==> src/rtl/wdg_pkg.sv <==
package wdg_pkg;

  // Escalation stage of the watchdog
  typedef enum logic {
    STG_ARMED  = 1'b0,   // no deadline missed yet
    STG_WARNED = 1'b1    // one deadline missed, interrupt raised
  } wdg_stage_e;

  // Register port select values
  localparam logic SEL_PERIOD = 1'b0;
  localparam logic SEL_ACK    = 1'b1;

endpackage

==> src/rtl/wdg_rst_sync.sv <==
module wdg_rst_sync #(
  parameter int unsigned STAGES = 2
) (
  input  logic clk,
  input  logic rst_n,
  output logic rst_sync_n
);

  logic [STAGES-1:0] chain_q;

  generate
    for (genvar g = 0; g < STAGES; g++) begin : g_sync
      if (g == 0) begin : g_first
        always_ff @(posedge clk or negedge rst_n) begin
          if (!rst_n) chain_q[g] <= 1'b0;
          else        chain_q[g] <= 1'b1;
        end
      end else begin : g_next
        always_ff @(posedge clk or negedge rst_n) begin
          if (!rst_n) chain_q[g] <= 1'b0;
          else        chain_q[g] <= chain_q[g-1];
        end
      end
    end
  endgenerate

  assign rst_sync_n = chain_q[STAGES-1];

endmodule

==> src/rtl/wdg_cfg.sv <==
module wdg_cfg
  import wdg_pkg::*;
#(
  parameter int unsigned       CNT_W       = 16,
  parameter int unsigned       DEF_TIMEOUT = 1000,
  parameter logic [CNT_W-1:0]  ACK_KEY     = '1
) (
  input  logic             clk,
  input  logic             rst_n,
  input  logic             wr_en,
  input  logic             wr_sel,
  input  logic [CNT_W-1:0] wr_data,
  output logic [CNT_W-1:0] period_q,
  output logic             ack
);

  localparam logic [CNT_W-1:0] PERIOD_RST = CNT_W'(DEF_TIMEOUT);

  logic             period_we;
  logic [CNT_W-1:0] period_d;

  // Decode of the write port
  always_comb begin
    period_we = wr_en && (wr_sel == SEL_PERIOD);
    ack       = wr_en && (wr_sel == SEL_ACK) && (wr_data == ACK_KEY);
    period_d  = period_q;
    if (period_we) period_d = wr_data;
  end

  always_ff @(posedge clk or negedge rst_n) begin
    if (!rst_n)         period_q <= PERIOD_RST;
    else if (period_we) period_q <= period_d;
  end

endmodule

==> src/rtl/wdg_count.sv <==
module wdg_count #(
  parameter int unsigned CNT_W       = 16,
  parameter int unsigned DEF_TIMEOUT = 1000
) (
  input  logic             clk,
  input  logic             rst_n,
  input  logic             ack,
  input  logic [CNT_W-1:0] period,
  output logic             expire
);

  localparam logic [CNT_W-1:0] CNT_RST = CNT_W'(DEF_TIMEOUT);
  localparam logic [CNT_W-1:0] CNT_ONE = CNT_W'(1);

  logic [CNT_W-1:0] cnt_q;
  logic [CNT_W-1:0] cnt_d;
  logic             at_zero;

  always_comb begin
    at_zero = (cnt_q == '0);
    // acknowledge has priority over an expiry on the same edge
    expire  = at_zero && !ack;
    if (ack || at_zero) cnt_d = period;
    else                cnt_d = cnt_q - CNT_ONE;
  end

  always_ff @(posedge clk or negedge rst_n) begin
    if (!rst_n) cnt_q <= CNT_RST;
    else        cnt_q <= cnt_d;
  end

endmodule

==> src/rtl/wdg_stage.sv <==
module wdg_stage
  import wdg_pkg::*;
(
  input  logic clk,
  input  logic rst_n,
  input  logic ack,
  input  logic expire,
  output logic irq,
  output logic rst_req
);

  wdg_stage_e stage_q, stage_d;
  logic       irq_d, req_d;
  logic       upd_en;

  always_comb begin
    stage_d = stage_q;
    irq_d   = irq;
    req_d   = 1'b0;
    upd_en  = ack || expire || rst_req;
    if (ack) begin
      stage_d = STG_ARMED;
      irq_d   = 1'b0;
    end else if (expire) begin
      unique case (stage_q)
        STG_ARMED: begin
          stage_d = STG_WARNED;
          irq_d   = 1'b1;
        end
        STG_WARNED: begin
          stage_d = STG_ARMED;
          irq_d   = 1'b0;
          req_d   = 1'b1;
        end
        default: stage_d = STG_ARMED;
      endcase
    end
  end

  always_ff @(posedge clk or negedge rst_n) begin
    if (!rst_n) begin
      stage_q <= STG_ARMED;
      irq     <= 1'b0;
      rst_req <= 1'b0;
    end else if (upd_en) begin
      stage_q <= stage_d;
      irq     <= irq_d;
      rst_req <= req_d;
    end
  end

endmodule

==> src/rtl/wdg_escalate.sv <==
module wdg_escalate #(
  parameter int unsigned       CNT_W       = 16,
  parameter int unsigned       DEF_TIMEOUT = 1000,
  parameter logic [CNT_W-1:0]  ACK_KEY     = 16'hA5C3,
  parameter int unsigned       SYNC_STAGES = 2
) (
  input  logic             clk,
  input  logic             rst_n,
  input  logic             wr_en,
  input  logic             wr_sel,
  input  logic [CNT_W-1:0] wr_data,
  output logic             irq,
  output logic             rst_req
);

  logic             rst_sync_n;
  logic [CNT_W-1:0] period_q;
  logic             ack;
  logic             expire;

  wdg_rst_sync #(.STAGES(SYNC_STAGES)) u_sync (
    .clk        (clk),
    .rst_n      (rst_n),
    .rst_sync_n (rst_sync_n)
  );

  wdg_cfg #(
    .CNT_W       (CNT_W),
    .DEF_TIMEOUT (DEF_TIMEOUT),
    .ACK_KEY     (ACK_KEY)
  ) u_cfg (
    .clk      (clk),
    .rst_n    (rst_sync_n),
    .wr_en    (wr_en),
    .wr_sel   (wr_sel),
    .wr_data  (wr_data),
    .period_q (period_q),
    .ack      (ack)
  );

  wdg_count #(
    .CNT_W       (CNT_W),
    .DEF_TIMEOUT (DEF_TIMEOUT)
  ) u_count (
    .clk    (clk),
    .rst_n  (rst_sync_n),
    .ack    (ack),
    .period (period_q),
    .expire (expire)
  );

  wdg_stage u_stage (
    .clk     (clk),
    .rst_n   (rst_sync_n),
    .ack     (ack),
    .expire  (expire),
    .irq     (irq),
    .rst_req (rst_req)
  );

endmodule

==> config.mk <==
export PLATFORM = sky130hd
export DESIGN_NAME = wdg_escalate
export DESIGN_NICKNAME = d
export VERILOG_FILES = /design/src/rtl/wdg_pkg.sv /design/src/rtl/wdg_rst_sync.sv /design/src/rtl/wdg_cfg.sv /design/src/rtl/wdg_count.sv /design/src/rtl/wdg_stage.sv /design/src/rtl/wdg_escalate.sv
export SDC_FILE = /design/constraint.sdc
export NUM_CORES = 1
export LEC_CHECK = 0
export BUFFER_PORTS_ARGS = -buffer_cell sky130_fd_sc_hd__buf_4
export CORE_MARGIN = 1.5
export CORE_UTILIZATION = 57
export CTS_CLUSTER_DIAMETER = 150
export DETAILED_ROUTE_END_ITERATION = 16
export MAX_ROUTING_LAYER = met4
export PLACE_DENSITY = 0.78
export SLEW_MARGIN = 20
export SYNTH_ARGS = -nofsm -noshare
export SYNTH_HDL_FRONTEND = slang
export SYNTH_SLANG_ARGS = --single-unit
==> constraint.sdc <==
create_clock -name clk -period 1.6 [get_ports clk]
set_clock_uncertainty 0.1 [all_clocks]
set_input_delay 0.08 -clock clk [delete_from_list [all_inputs] [get_ports clk]]
set_output_delay 0.08 -clock clk [all_outputs]
set_load 0.01 [all_outputs]
==> flow_results.xml <==
<?xml version="1.0" encoding="UTF-8"?>
<metrics>
  <group name="global_routing">
    <metric name="grt_pass1_wl" unit="um">7755</metric>
    <metric name="initial_antenna_violation_count" unit="">0</metric>
    <metric name="overflow" unit="">0</metric>
    <metric name="gr-usage-all-layers" unit="">0.3232</metric>
    <metric name="grt_max_degree" unit="">20</metric>
    <metric name="first_global_vias" unit="">1589</metric>
  </group>
  <group name="final_layout">
    <metric name="number_of_nets_in_the_final_layout" unit="">237</metric>
    <metric name="postLayoutCellArea" unit="mm^2">0.002676</metric>
    <metric name="syn2layout_area_growth" unit="%">49.69</metric>
    <metric name="drive_gt1_frac" unit="">0.5899</metric>
    <metric name="nFillCells" unit="">127</metric>
    <metric name="insertedDiodeCount" unit="">0</metric>
    <metric name="post_route_insts_no_fill" unit="">261</metric>
    <metric name="finalCoreUtilization" unit="">0.8839</metric>
  </group>
  <group name="timing">
    <metric name="rsz_0062_raised_after_global_routing" unit="">yes</metric>
    <metric name="fmaxAchievable" unit="MHz">512.9</metric>
    <metric name="hold_ws" unit="ns">0.1499</metric>
    <metric name="number_of_hold_slack_violations_in_the_final_timing_report" unit="">0</metric>
    <metric name="maxSlewViolCount" unit="">0</metric>
    <metric name="setup_viol" unit="">18</metric>
    <metric name="fin_ws" unit="ns">-0.3496</metric>
    <metric name="period_minus_slack" unit="ns">1.950</metric>
    <metric name="min_period_over_period" unit="">1.219</metric>
  </group>
  <group name="floorplanning">
    <metric name="die_area" unit="mm^2">0.003482</metric>
    <metric name="core.rowCount" unit="">20</metric>
    <metric name="die_width" unit="um">59.01</metric>
    <metric name="fp.dieH" unit="um">59.01</metric>
    <metric name="floorplan.core_area" unit="mm^2">0.003028</metric>
    <metric name="top_level_ports" unit="">22</metric>
    <metric name="initial_core_util" unit="">0.5905</metric>
  </group>
  <group name="setup_path">
    <metric name="worstSetupStartpointType" unit="">flop</metric>
    <metric name="timing_worst_setup_path_type" unit="">reg2reg</metric>
    <metric name="arrival_time_of_the_worst_setup_path" unit="ns">2.09</metric>
    <metric name="critPathMaxFanout" unit="">6</metric>
    <metric name="worst_path_dominant_cell_family" unit="">simple AND/OR/NAND/NOR gates</metric>
    <metric name="cp-end-kind" unit="">flop</metric>
    <metric name="data_required_time_at_the_worst_endpoint" unit="ns">1.74</metric>
    <metric name="critical_path.slowest_cell" unit="">dfrtp_1</metric>
    <metric name="cp_num_buf_inv" unit="">2</metric>
    <metric name="path_cells" unit="">nor4_2 -&gt; buf_4 -&gt; and4_4 -&gt; a22oi_4 -&gt; buf_12 -&gt; mux2_4</metric>
    <metric name="max_stage_delay" unit="ns">0.41</metric>
  </group>
  <group name="placement">
    <metric name="post_dp_cell_area" unit="mm^2">0.002238</metric>
    <metric name="hpwlAfterDp" unit="um">2797</metric>
    <metric name="io_buffers" unit="">21</metric>
    <metric name="place.gp.congestion" unit="">0.8673</metric>
    <metric name="cell_count_post_placement" unit="">228</metric>
  </group>
  <group name="min_path">
    <metric name="min-delay-path-class" unit="">reg2async</metric>
  </group>
  <group name="route">
    <metric name="dr.first_iter.drc_count" unit="">103</metric>
    <metric name="maxUsedRoutingLayer" unit="">met4</metric>
    <metric name="drt-pass1-iter-count" unit="">4</metric>
    <metric name="wire_per_inst" unit="um">21.75</metric>
    <metric name="route.detailed.vias_per_inst" unit="">5.778</metric>
    <metric name="dr_drc_count" unit="">0</metric>
    <metric name="detailroute.wirelength.met3" unit="um">365</metric>
    <metric name="met2_wirelength" unit="um">2958</metric>
    <metric name="met1_length" unit="um">2246</metric>
    <metric name="detail-route-antenna-nets" unit="">0</metric>
    <metric name="dr_total_vias" unit="">1508</metric>
    <metric name="routed_wl" unit="um">5677</metric>
  </group>
  <group name="yosys">
    <metric name="synth_cells" unit="">134</metric>
    <metric name="synth_top_cells_by_area" unit="">dfrtp_1, dfstp_2, mux2_2</metric>
    <metric name="syn_nets" unit="">155</metric>
    <metric name="avgSynthCellArea" unit="um^2">13.34</metric>
    <metric name="sequential_fraction_of_the_synthesis_area" unit="">0.5122</metric>
    <metric name="synth_enable_flop_cells" unit="">0</metric>
    <metric name="share_of_the_synthesized_area_in_the_top_cell_type" unit="">0.3359</metric>
    <metric name="postSynthRegisterBits" unit="">36</metric>
    <metric name="ys_warn_count" unit="">0</metric>
    <metric name="synth_ff_type" unit="">dfrtp_1</metric>
    <metric name="synth.lib_cells_used.distinct" unit="">34</metric>
    <metric name="synth_area_leader_cell" unit="">dfrtp_1</metric>
    <metric name="synthMostInstantiatedCell" unit="">dfrtp_1</metric>
    <metric name="synth_commonest_cells" unit="">dfrtp_1, mux2_2, dfstp_2</metric>
    <metric name="async_flop_share" unit="">1.000</metric>
    <metric name="syn_area" unit="mm^2">0.001788</metric>
  </group>
  <group name="cts">
    <metric name="cts_tree" unit="">yes</metric>
    <metric name="clkLatencyLatePin" unit="ns">0.35</metric>
    <metric name="max-clock-path-buffers" unit="">2</metric>
    <metric name="worst_setup_hold_path_clk_slew" unit="ns">0.11</metric>
    <metric name="clkSinkCount" unit="">36</metric>
    <metric name="htreeDepth" unit="">2</metric>
    <metric name="clock_tree.root_cell" unit="">clkbuf_4</metric>
    <metric name="tritoncts.num_buffers" unit="">5</metric>
  </group>
  <group name="power_and_ir_drop">
    <metric name="p_leak" unit="nW">1.236</metric>
    <metric name="total_power" unit="mW">3.855</metric>
    <metric name="irDropWorstVdd" unit="uV">1053</metric>
    <metric name="power_frac_clock" unit="">0.136</metric>
    <metric name="power_switching_share" unit="">0.3510</metric>
    <metric name="power.switching" unit="mW">1.353</metric>
    <metric name="seq_power_share" unit="">0.385</metric>
    <metric name="power_frac_comb" unit="">0.479</metric>
    <metric name="internal_power" unit="mW">2.502</metric>
    <metric name="powerDensity" unit="mW/mm^2">1440</metric>
  </group>
  <group name="status">
    <metric name="run_status" unit="">finished, violations left</metric>
    <metric name="failed_checks" unit="">negative setup slack</metric>
  </group>
  <group name="flow_run">
    <metric name="drv_cap" unit="">0</metric>
  </group>
</metrics>
==> per-stage QoR <==
| stage | setup slack (ns) | TNS [ns] |
|---|---|---|
| 4_1_cts | -0.2545 | -3.428 |
| 2_1_floorplan | -0.3450 | -3.826 |
| 3_3_place_gp | -0.4225 | -5.622 |
| 3_5_place_dp | -0.4904 | -6.675 |
| 6_report | -0.3496 | -5.078 |
| 5_1_grt | -0.3700 | -5.666 |
==> placed cells by master (no fill, tap or decap), types with 2 or more instances in the layout <==
cell type / synthesis / final
dfrtp_1: 24 / 24
clkbuf_1: 2 / 2
dlygate4sd3_1: 0 / 18
xor2_1: 5 / 5
xnor2_1: 7 / 7
nor4_4: 2 / 3
nor2_1: 5 / 4
nand4b_1: 2 / 2
inv_1: 5 / 4
dfstp_2: 12 / 12
nor3_1: 5 / 4
nand4_1: 4 / 4
mux2_2: 21 / 16
buf_4: 0 / 55
mux2_4: 9 / 14
buf_6: 1 / 3
nand2_1: 6 / 6
clkbuf_4: 0 / 5
==> timing repair <==
item / in CTS / in global routing
pin swaps: 11 / 7
hold endpoints to repair: 18 / 0
setup endpoints to repair: 18 / 18
gates cloned: 0 / 1
setup buffers: 3 / 4
hold buffers: 18 / 0
resized for setup: 13 / 13
==> path summary, 6_finish.rpt <==
kind,startpoint,to,slack [ns],cells past startpoint
worst max-delay path,u_count.cnt_q[12],u_count.cnt_q[2],-0.35,6
worst min-delay path,u_sync.rst_sync_n,u_count.cnt_q[10],0.15,1
worst max register to register,u_count.cnt_q[12],u_count.cnt_q[2],-0.35,6
worst min register to register,u_sync.rst_sync_n,u_count.cnt_q[10],0.15,1
max in group asynchronous,rst_n,u_sync.chain_q[0],0.80,3
min in group clk,wr_en,u_cfg.period_q[8],0.26,4
==> final cells by class <==
class,instances,area (um^2),share of cell area
tap,44,55.05,0.02057
multi-input combinational,90,955.9,0.3572
timing repair buffer,78,671.9,0.2511
sequential,36,915.9,0.3422
inverter,5,18.77,0.007013
clock buffer,8,58.81,0.02197
==> flip-flops by register name (all words and copies together) (netlist names) <==
signal	cells
u_sync.chain_q	1
u_stage.stage_q	1
u_cfg.period_q	16
u_sync.rst_sync_n	1
u_stage.rst_req	1
u_count.cnt_q	16
==> kinds of logic after synthesis <==
kind of cell,after synthesis,synth area share
AO/OA/AOI/OAI,7,0.03779
flip-flops,36,0.5122
adder cells (fa/ha/maj),1,0.006997
multiplexers,31,0.2134
other,1,0.002097
XOR/XNOR,12,0.05878
buffers and inverters,8,0.02100
AND/OR/NAND/NOR,38,0.1477
==> layer usage <==
layer | track usage | up-vias
li1 | - | 647
met1 | 0.3748 | 764
met2 | 0.5460 | 80
met3 | 0.07424 | 17
met4 | 0.1201 | 0
met5 | - | -
==> power by group through the flow <==
stage,combinational [mW],sequential [mW],clock (mW)
5_1_grt,1.92,1.50,0.548
3_5_place_dp,1.41,1.46,0
4_1_cts,1.57,1.45,0.513
6_report,1.85,1.49,0.524
3_3_place_gp,1.34,1.43,0
2_1_floorplan,0.723,1.49,0
(Power assumes the default switching activity.)
